<file path="src/rtl/mitchell_antilog_pkg.sv">
package mitchell_antilog_pkg;
    // default geometry of the exponent word
    localparam int CHAR_W_DEF = 4;
    localparam int MANT_W_DEF = 12;

    typedef enum logic {
        SHIFT_RIGHT = 1'b0,
        SHIFT_LEFT  = 1'b1
    } shift_dir_e;
endpackage

</file>
<file path="src/rtl/mitchell_log_shifter.sv">
module mitchell_log_shifter
    import mitchell_antilog_pkg::*;
#(
    parameter int         WIDTH = 16,
    parameter int         AMT_W = 4,
    parameter shift_dir_e DIR   = SHIFT_RIGHT
) (
    input  logic [WIDTH-1:0] data_in,
    input  logic [AMT_W-1:0] amount,
    output logic [WIDTH-1:0] data_out
);
    logic [WIDTH-1:0] stage [0:AMT_W];

    assign stage[0] = data_in;

    // one mux level per bit of the shift amount
    for (genvar s = 0; s < AMT_W; s++) begin : g_stage
        localparam int DIST = 1 << s;
        if (DIR == SHIFT_LEFT) begin : g_left
            assign stage[s+1] = amount[s] ? (stage[s] << DIST) : stage[s];
        end else begin : g_right
            assign stage[s+1] = amount[s] ? (stage[s] >> DIST) : stage[s];
        end
    end

    assign data_out = stage[AMT_W];
endmodule

</file>
<file path="src/rtl/mitchell_antilog.sv">
module mitchell_antilog
    import mitchell_antilog_pkg::*;
#(
    parameter int CHAR_W = CHAR_W_DEF,
    parameter int MANT_W = MANT_W_DEF
) (
    input  logic                    clk,
    input  logic                    rst,
    input  logic                    in_valid,
    input  logic [CHAR_W+MANT_W-1:0] in_value,
    output logic                    out_valid,
    output logic [(1<<CHAR_W)-1:0]  int_part,
    output logic [(1<<CHAR_W)-1:0]  frac_part
);
    localparam int WORD_W = 1 << CHAR_W;
    localparam int PAD_W  = WORD_W - 1 - MANT_W;
    localparam int FAMT_W = CHAR_W + 1;

    logic [CHAR_W-1:0] chr;
    logic [MANT_W-1:0] mant;
    logic [WORD_W-1:0] word;
    logic [CHAR_W-1:0] int_amt;
    logic [FAMT_W-1:0] frac_amt;
    logic [WORD_W-1:0] int_next;
    logic [WORD_W-1:0] frac_next;

    assign chr  = in_value[CHAR_W+MANT_W-1:MANT_W];
    assign mant = in_value[MANT_W-1:0];
    assign word = {1'b1, mant, {PAD_W{1'b0}}};

    // right distance (WORD_W-1) - k equals bitwise inverse of k
    assign int_amt  = ~chr;
    assign frac_amt = {1'b0, chr} + FAMT_W'(1);

    mitchell_log_shifter #(
        .WIDTH(WORD_W), .AMT_W(CHAR_W), .DIR(SHIFT_RIGHT)
    ) u_int_shift (
        .data_in(word), .amount(int_amt), .data_out(int_next)
    );

    mitchell_log_shifter #(
        .WIDTH(WORD_W), .AMT_W(FAMT_W), .DIR(SHIFT_LEFT)
    ) u_frac_shift (
        .data_in(word), .amount(frac_amt), .data_out(frac_next)
    );

    always_ff @(posedge clk) begin
        if (rst) begin
            out_valid <= 1'b0;
            int_part  <= '0;
            frac_part <= '0;
        end else begin
            out_valid <= in_valid;
            if (in_valid) begin
                int_part  <= int_next;
                frac_part <= frac_next;
            end
        end
    end


    valid_follow_chk: assert property (@(posedge clk) disable iff (rst)
        in_valid |=> out_valid);


    valid_drop_chk: assert property (@(posedge clk) disable iff (rst)
        !in_valid |=> !out_valid);


    hold_idle_chk: assert property (@(posedge clk) disable iff (rst)
        !in_valid |=> ($stable(int_part) && $stable(frac_part)));


    int_nonzero_chk: assert property (@(posedge clk) disable iff (rst)
        out_valid |-> (int_part != '0));


    top_char_chk: assert property (@(posedge clk) disable iff (rst)
        (in_valid && (chr == '1)) |=> (frac_part == '0 && int_part[WORD_W-1]));
endmodule

</file>
<file path="config.mk">
export PLATFORM = sky130hd
export DESIGN_NAME = mitchell_antilog
export DESIGN_NICKNAME = d
export VERILOG_FILES = /design/src/rtl/mitchell_antilog_pkg.sv /design/src/rtl/mitchell_log_shifter.sv /design/src/rtl/mitchell_antilog.sv
export SDC_FILE = /design/constraint.sdc
export NUM_CORES = 1
export LEC_CHECK = 0
export BUFFER_PORTS_ARGS = -buffer_cell sky130_fd_sc_hd__clkbuf_2
export CELL_PAD_IN_SITES_DETAIL_PLACEMENT = 0
export CELL_PAD_IN_SITES_GLOBAL_PLACEMENT = 1
export CORE_MARGIN = 3
export CORE_UTILIZATION = 35
export CTS_BUF_LIST = sky130_fd_sc_hd__clkbuf_8
export DETAILED_ROUTE_END_ITERATION = 8
export HOLD_SLACK_MARGIN = 0.03
export PLACE_DENSITY = 0.69
export SKIP_LAST_GASP = 1
export SLEW_MARGIN = 20
export SYNTH_ARGS = -nofsm -noshare
export SYNTH_HDL_FRONTEND = slang
export SYNTH_HIERARCHICAL = 1
export SYNTH_SLANG_ARGS = --single-unit
</file>
<file path="constraint.sdc">
create_clock -name clk -period 2.25 [get_ports clk]
set_input_delay 0.225 -clock clk [delete_from_list [all_inputs] [get_ports clk]]
set_output_delay 0.225 -clock clk [all_outputs]
set_load 0.02 [all_outputs]
</file>
Word-level counts from Yosys, hierarchy flattened --
Index checks and enable logic that the tools add are counted.
Word-level totals: logic and storage cells 14, output and inout bits 33, input bits 19, bits in registers 33
Cells by class: $add $sub $neg 1, bitwise logic cells 1, muxes and demuxes 9
Operators by type and width (number):
- 2-to-1 mux 16 bit | 9
- adder 4 x 1 -> 5 bit, second input constant | 1
- inverter 4 bit | 1

Logic depth before layout (Yosys ltp) --
depth in word-level cells 6, mapped depth 8, mapped depth without buffers 7

By module --
Netlist, hierarchy kept.
Modules (own cells, without submodules):
- mitchell_antilog | instances 1, area each 1266.2 µm², sequential area each 660.6 µm², cells an instance 117
- mitchell_log_shifter at u_frac_shift | instances 1, area each 738.2 µm², sequential area each 0.0 µm², cells an instance 77
- mitchell_log_shifter at u_int_shift | instances 1, area each 714.4 µm², sequential area each 0.0 µm², cells an instance 70

Worst setup path before layout --
No wires, ideal clock.
path type input to register, start point input in_value[12], end point register frac_part[15], setup slack 0.473 ns, arrival time 1.657 ns, buffers on the path 1, stages 7, data required time 2.131 ns, library setup time 0.119 ns, cell sequence ha_1 buf_6 mux4_1 mux2i_1 o21ai_0 mux2i_1 nor2_1
On the way: cells in the longest elaborated chain, start to end 6
Ends and longest elaborated chain:
- from (decl) | RTL line mitchell_antilog.sv:10 | input logic [CHAR_W+MANT_W-1:0] in_value,
- adder 4 x 1 -> 5 bit * | RTL line mitchell_antilog.sv:33 | assign frac_amt = {1'b0, chr} + FAMT_W'(1);
- 2-to-1 mux 16 bit (4 in series) | RTL line mitchell_log_shifter.sv:20 | assign stage[s+1] = amount[s] ? (stage[s] << DIST) : stage[s];
- 2-to-1 mux 16 bit * | RTL line mitchell_log_shifter.sv:20
- via frac_next[15] | RTL line mitchell_antilog.sv:25 | logic [WORD_W-1:0] frac_next;
- to (signal assigned) | RTL line mitchell_antilog.sv:56 | frac_part <= frac_next;
- to (decl) | RTL line mitchell_antilog.sv:13 | output logic [(1<<CHAR_W)-1:0] frac_part
Mark *: on every way through the listed nets, which the timed path passes. The rest lies on a longest branch. A chain may end at the register's enable or synchronous reset.

Worst setup path in the final report --
start point input in_value[13], end point register frac_part[15]
On the way: cells in the longest elaborated chain, start to end 5
Ends and longest elaborated chain:
- adder 4 x 1 -> 5 bit | RTL line mitchell_antilog.sv:33
- via frac_amt[1] | RTL line mitchell_antilog.sv:23 | logic [FAMT_W-1:0] frac_amt;
- 2-to-1 mux 16 bit (4 in series) | RTL line mitchell_log_shifter.sv:20
- via frac_next[15] | RTL line mitchell_antilog.sv:25
The timed path passes the listed nets, and every way through them passes these cells.

==> impl_metrics.prom <==
# TYPE chip_impl_metric gauge
chip_impl_metric{name="place.gp.congestion",unit=""} 0.859
chip_impl_metric{name="tightest_slew",unit="ns"} 0.685
chip_impl_metric{name="io_buffer_count",unit=""} 51
chip_impl_metric{name="achievable-frequency",unit="GHz"} 0.540
chip_impl_metric{name="io-pin-count",unit=""} 52
chip_impl_metric{name="post_synthesis_sequential_area_ratio",unit=""} 0.243
chip_impl_metric{name="vias",unit=""} 2264
chip_impl_metric{name="syn2layout_area_growth",unit="%"} 17.7
chip_impl_metric{name="post_cts_resized",unit=""} 0
chip_impl_metric{name="floorplan_die_area",unit="µm²"} 8860
chip_impl_metric{name="final-max-slew-violation-count",unit=""} 0
chip_impl_metric{name="post_synth_xor_area_fraction",unit=""} 0.00644
chip_impl_metric{name="grt_pass1_wl",unit="µm"} 11300
chip_impl_info{name="route.top_layer_used",value="met4"} 1
chip_impl_metric{name="start_util",unit=""} 0.367
chip_impl_metric{name="final.min_clock_period",unit="ns"} 1.85
chip_impl_metric{name="numCtsBuffers",unit=""} 5
chip_impl_metric{name="synthesis.area",unit="µm²"} 2720
chip_impl_metric{name="critical_path_peak_fanout",unit=""} 8
chip_impl_metric{name="final-hold-violation-count",unit=""} 0
chip_impl_metric{name="power.static_leakage",unit="µW"} 0.00146
chip_impl_info{name="prevailing_post_synth_register_cell",value="dfxtp_1"} 1
chip_impl_metric{name="initial_antenna_violation_count",unit=""} 0
chip_impl_info{name="crit_type",value="input port to flop"} 1
chip_impl_metric{name="first_pass_iters",unit=""} 4
chip_impl_info{name="rsz_0062_raised_after_global_routing",value="false"} 1
chip_impl_metric{name="synth.distinct_cells",unit=""} 39
chip_impl_metric{name="finish.net_count",unit=""} 356
chip_impl_metric{name="hold_slack",unit="ns"} 0.493
chip_impl_metric{name="layout_worst_path_cycle_share",unit=""} 0.822
chip_impl_metric{name="dp.cells",unit=""} 428
chip_impl_metric{name="grt_usage",unit=""} 0.161
chip_impl_metric{name="slew_headroom",unit=""} 0.543
chip_impl_metric{name="cts_sinks",unit=""} 33
chip_impl_info{name="dominant_combinational_cell_family_by_area_after_synthesis",value="multiplexers"} 1
chip_impl_metric{name="wirelength",unit="µm"} 6830
chip_impl_metric{name="max-cap-violations",unit=""} 0
chip_impl_metric{name="clk_latency",unit="ns"} 0.28
chip_impl_info{name="worst_setup_path_start_kind",value="input port"} 1
chip_impl_metric{name="number_of_synthesized_flops_with_an_enable_pin",unit=""} 0
chip_impl_metric{name="dpl_cell_area",unit="µm²"} 3110
chip_impl_metric{name="detail_route.wl_per_cell",unit="µm"} 15.7
chip_impl_metric{name="core_region_area",unit="µm²"} 7410
chip_impl_metric{name="post_synth_fa_ha_maj_area_fraction",unit=""} 0.00460
chip_impl_metric{name="postCtsHoldBufs",unit=""} 0
chip_impl_metric{name="design_area",unit="µm²"} 3200
chip_impl_metric{name="report.power.total",unit="µW"} 1660
chip_impl_metric{name="cts.repair_timing.setup_buffer_count",unit=""} 0
chip_impl_metric{name="timing.setup.tns",unit="ns"} 0
chip_impl_metric{name="met3RoutedLength",unit="µm"} 330
chip_impl_metric{name="first_iter_violations",unit=""} 194
chip_impl_metric{name="metal2_wl",unit="µm"} 2810
chip_impl_metric{name="postSynthRegisterBits",unit=""} 33
chip_impl_info{name="cts-root-buf",value="clkbuf_8"} 1
chip_impl_metric{name="layout.cells.non_filler",unit=""} 435
chip_impl_metric{name="synthMuxAreaShare",unit=""} 0.443
chip_impl_metric{name="clkSlewWorstSetupHoldPaths",unit="ns"} 0.07
chip_impl_metric{name="syn-mean-instance-area",unit="µm²"} 10.3
chip_impl_metric{name="critical_path_required",unit="ns"} 2.39
chip_impl_metric{name="pin_count_of_the_biggest_net_entering_global_routing",unit=""} 34
chip_impl_metric{name="clock_tree.htree_level_count",unit=""} 2
chip_impl_metric{name="overflow",unit=""} 0
chip_impl_metric{name="row_count",unit=""} 31
chip_impl_metric{name="postSynth.asyncResetShare",unit=""} 0
chip_impl_metric{name="detailedPlacementHpwl",unit="µm"} 5130
chip_impl_info{name="timing.hold.worst.class",value="flop to flop"} 1
chip_impl_metric{name="post_route_cells_drive_above_1_share",unit=""} 0.304
chip_impl_metric{name="dr_vias_cell",unit=""} 5.20
chip_impl_info{name="status",value="finished clean"} 1
chip_impl_metric{name="grt_pass1_vias",unit=""} 2120
chip_impl_info{name="worst_setup_path_end_kind",value="flop"} 1
chip_impl_metric{name="chipWidth",unit="µm"} 94.1
chip_impl_metric{name="synth_warnings",unit=""} 6
chip_impl_metric{name="ir_drop",unit="mV"} 0.258
chip_impl_metric{name="drc_errors",unit=""} 0
chip_impl_metric{name="synthesis.instances",unit=""} 264
chip_impl_metric{name="synth-compound-area-share",unit=""} 0.0819
chip_impl_metric{name="routedLengthMet1",unit="µm"} 3570
chip_impl_metric{name="final-setup-viol-count",unit=""} 0
chip_impl_metric{name="power_dens_cells",unit="nW/µm²"} 520
chip_impl_metric{name="n_antenna_cell",unit=""} 0
chip_impl_metric{name="vertical_die_dimension",unit="µm"} 94.1
chip_impl_metric{name="clockBufferDepth",unit=""} 2
chip_impl_metric{name="synth-simple-area-share",unit=""} 0.145
chip_impl_metric{name="finalClockSkew",unit="ns"} 0
chip_impl_metric{name="antenna_left",unit=""} 0
chip_impl_info{name="cts_tree",value="done"} 1
chip_impl_metric{name="data_arrival_time_of_the_worst_path",unit="ns"} 1.99
==> kinds of logic (layout without fill, tap and decap cells) <==
kind of cell | after synthesis | after routing
other | 2 | 24
buffers and inverters | 28 | 78
flip-flops | 33 | 33
AND/OR/NAND/NOR | 83 | 83
adder cells (fa/ha/maj) | 1 | 1
AO/OA/AOI/OAI | 33 | 33
XOR/XNOR | 2 | 2
multiplexers | 82 | 82
==> registers in the layout (all words and copies together) (netlist names) <==
| register | cells |
|---|---|
| int_part | 16 |
| frac_part | 16 |
| out_valid | 1 |
==> synthesized netlist by cell type (2+ instances only) <==
cell type | instances | share of area
and3_1 | 2 | 0.0046
mux4_2 | 18 | 0.15
nand2_1 | 11 | 0.015
conb_1 | 2 | 0.0028
buf_6 | 4 | 0.017
nor2_1 | 40 | 0.055
buf_2 | 4 | 0.0074
nand3_1 | 3 | 0.0055
buf_4 | 3 | 0.0083
mux4_1 | 9 | 0.087
mux2_2 | 10 | 0.041
o21ai_0 | 5 | 0.0092
o221ai_1 | 4 | 0.013
nor2b_1 | 6 | 0.014
nor3b_1 | 2 | 0.0055
nand2b_1 | 7 | 0.016
clkbuf_1 | 6 | 0.0083
a22oi_1 | 11 | 0.030
a21oi_1 | 4 | 0.0074
buf_12 | 3 | 0.022
dfxtp_1 | 33 | 0.24
nor2_2 | 2 | 0.0046
inv_1 | 7 | 0.0097
nor3_1 | 6 | 0.011
mux2i_1 | 45 | 0.17
o21ai_1 | 4 | 0.0074
==> cell type report <==
class	count	area, µm²
Clock buffer	6	82.6
Multi-Input combinational cell	225	1940
Fill cell	729	4210
Sequential cell	33	661
Timing Repair Buffer	63	358
Clock inverter	1	3.75
Tap cell	99	124
Inverter	8	30.0
==> critical path, stage by stage <==
cell and delay [ns]:
clkbuf_2 0.10, ha_1 0.46, mux4_1 0.60, mux2i_1 0.27, o21ai_0 0.14, mux2i_1 0.15, nor2_1 0.05
==> report_power, final <==
group | internal, µW | switching, µW | leakage [µW]
clock | 238 | 207 | 0.0000485
sequential | 619 | 18.6 | 0.000269
combinational | 263 | 317 | 0.00114
==> cell usage in the layout, fill, tap and decap left out, drive strengths merged, types with 3 or more instances in the layout <==
cell type  Yosys  layout
clkbuf         6      57
mux2i         45      45
nor2          42      42
dfxtp         33      33
mux4          27      27
conb           2      24
buf           14      12
a22oi         11      11
nand2         11      11
mux2          10      10
o21ai          9       9
inv            8       8
nand2b         7       7
nor3           7       7
nor2b          6       6
a21oi          4       4
o221ai         4       4
nand3          3       3
==> path summary, 6_finish.rpt <==
kind                                                 from                         end  slack, ns  cells past startpoint
worst max-delay path                         in_value[13]  frac_part[15]$_SDFFE_PP0P_       0.40                      7
worst min register to register  frac_part[4]$_SDFFE_PP0P_   frac_part[4]$_SDFFE_PP0P_       0.49                      2
worst min-delay path            frac_part[4]$_SDFFE_PP0P_   frac_part[4]$_SDFFE_PP0P_       0.49                      2
worst max register to register  frac_part[9]$_SDFFE_PP0P_   frac_part[9]$_SDFFE_PP0P_       1.60                      2
==> routing by layer <==
| metal | vias to the layer above | track usage |
|---|---|---|
| met3 | 10 | 0.0288 |
| met2 | 60 | 0.228 |
| met5 | - | 0 |
| met1 | 1080 | 0.246 |
| li1 | 1114 | - |
| met4 | 0 | 0.0469 |
==> through the flow <==
stage | worst slack [ns] | util
2_1_floorplan | 0.473 | -
6_report | 0.400 | 0.432
4_1_cts | 0.394 | 0.432
3_5_place_dp | 0.0980 | 0.420
5_1_grt | 0.219 | 0.432
3_3_place_gp | 0.143 | 0.420
No activity file was read; power rests on OpenSTA's default activity.
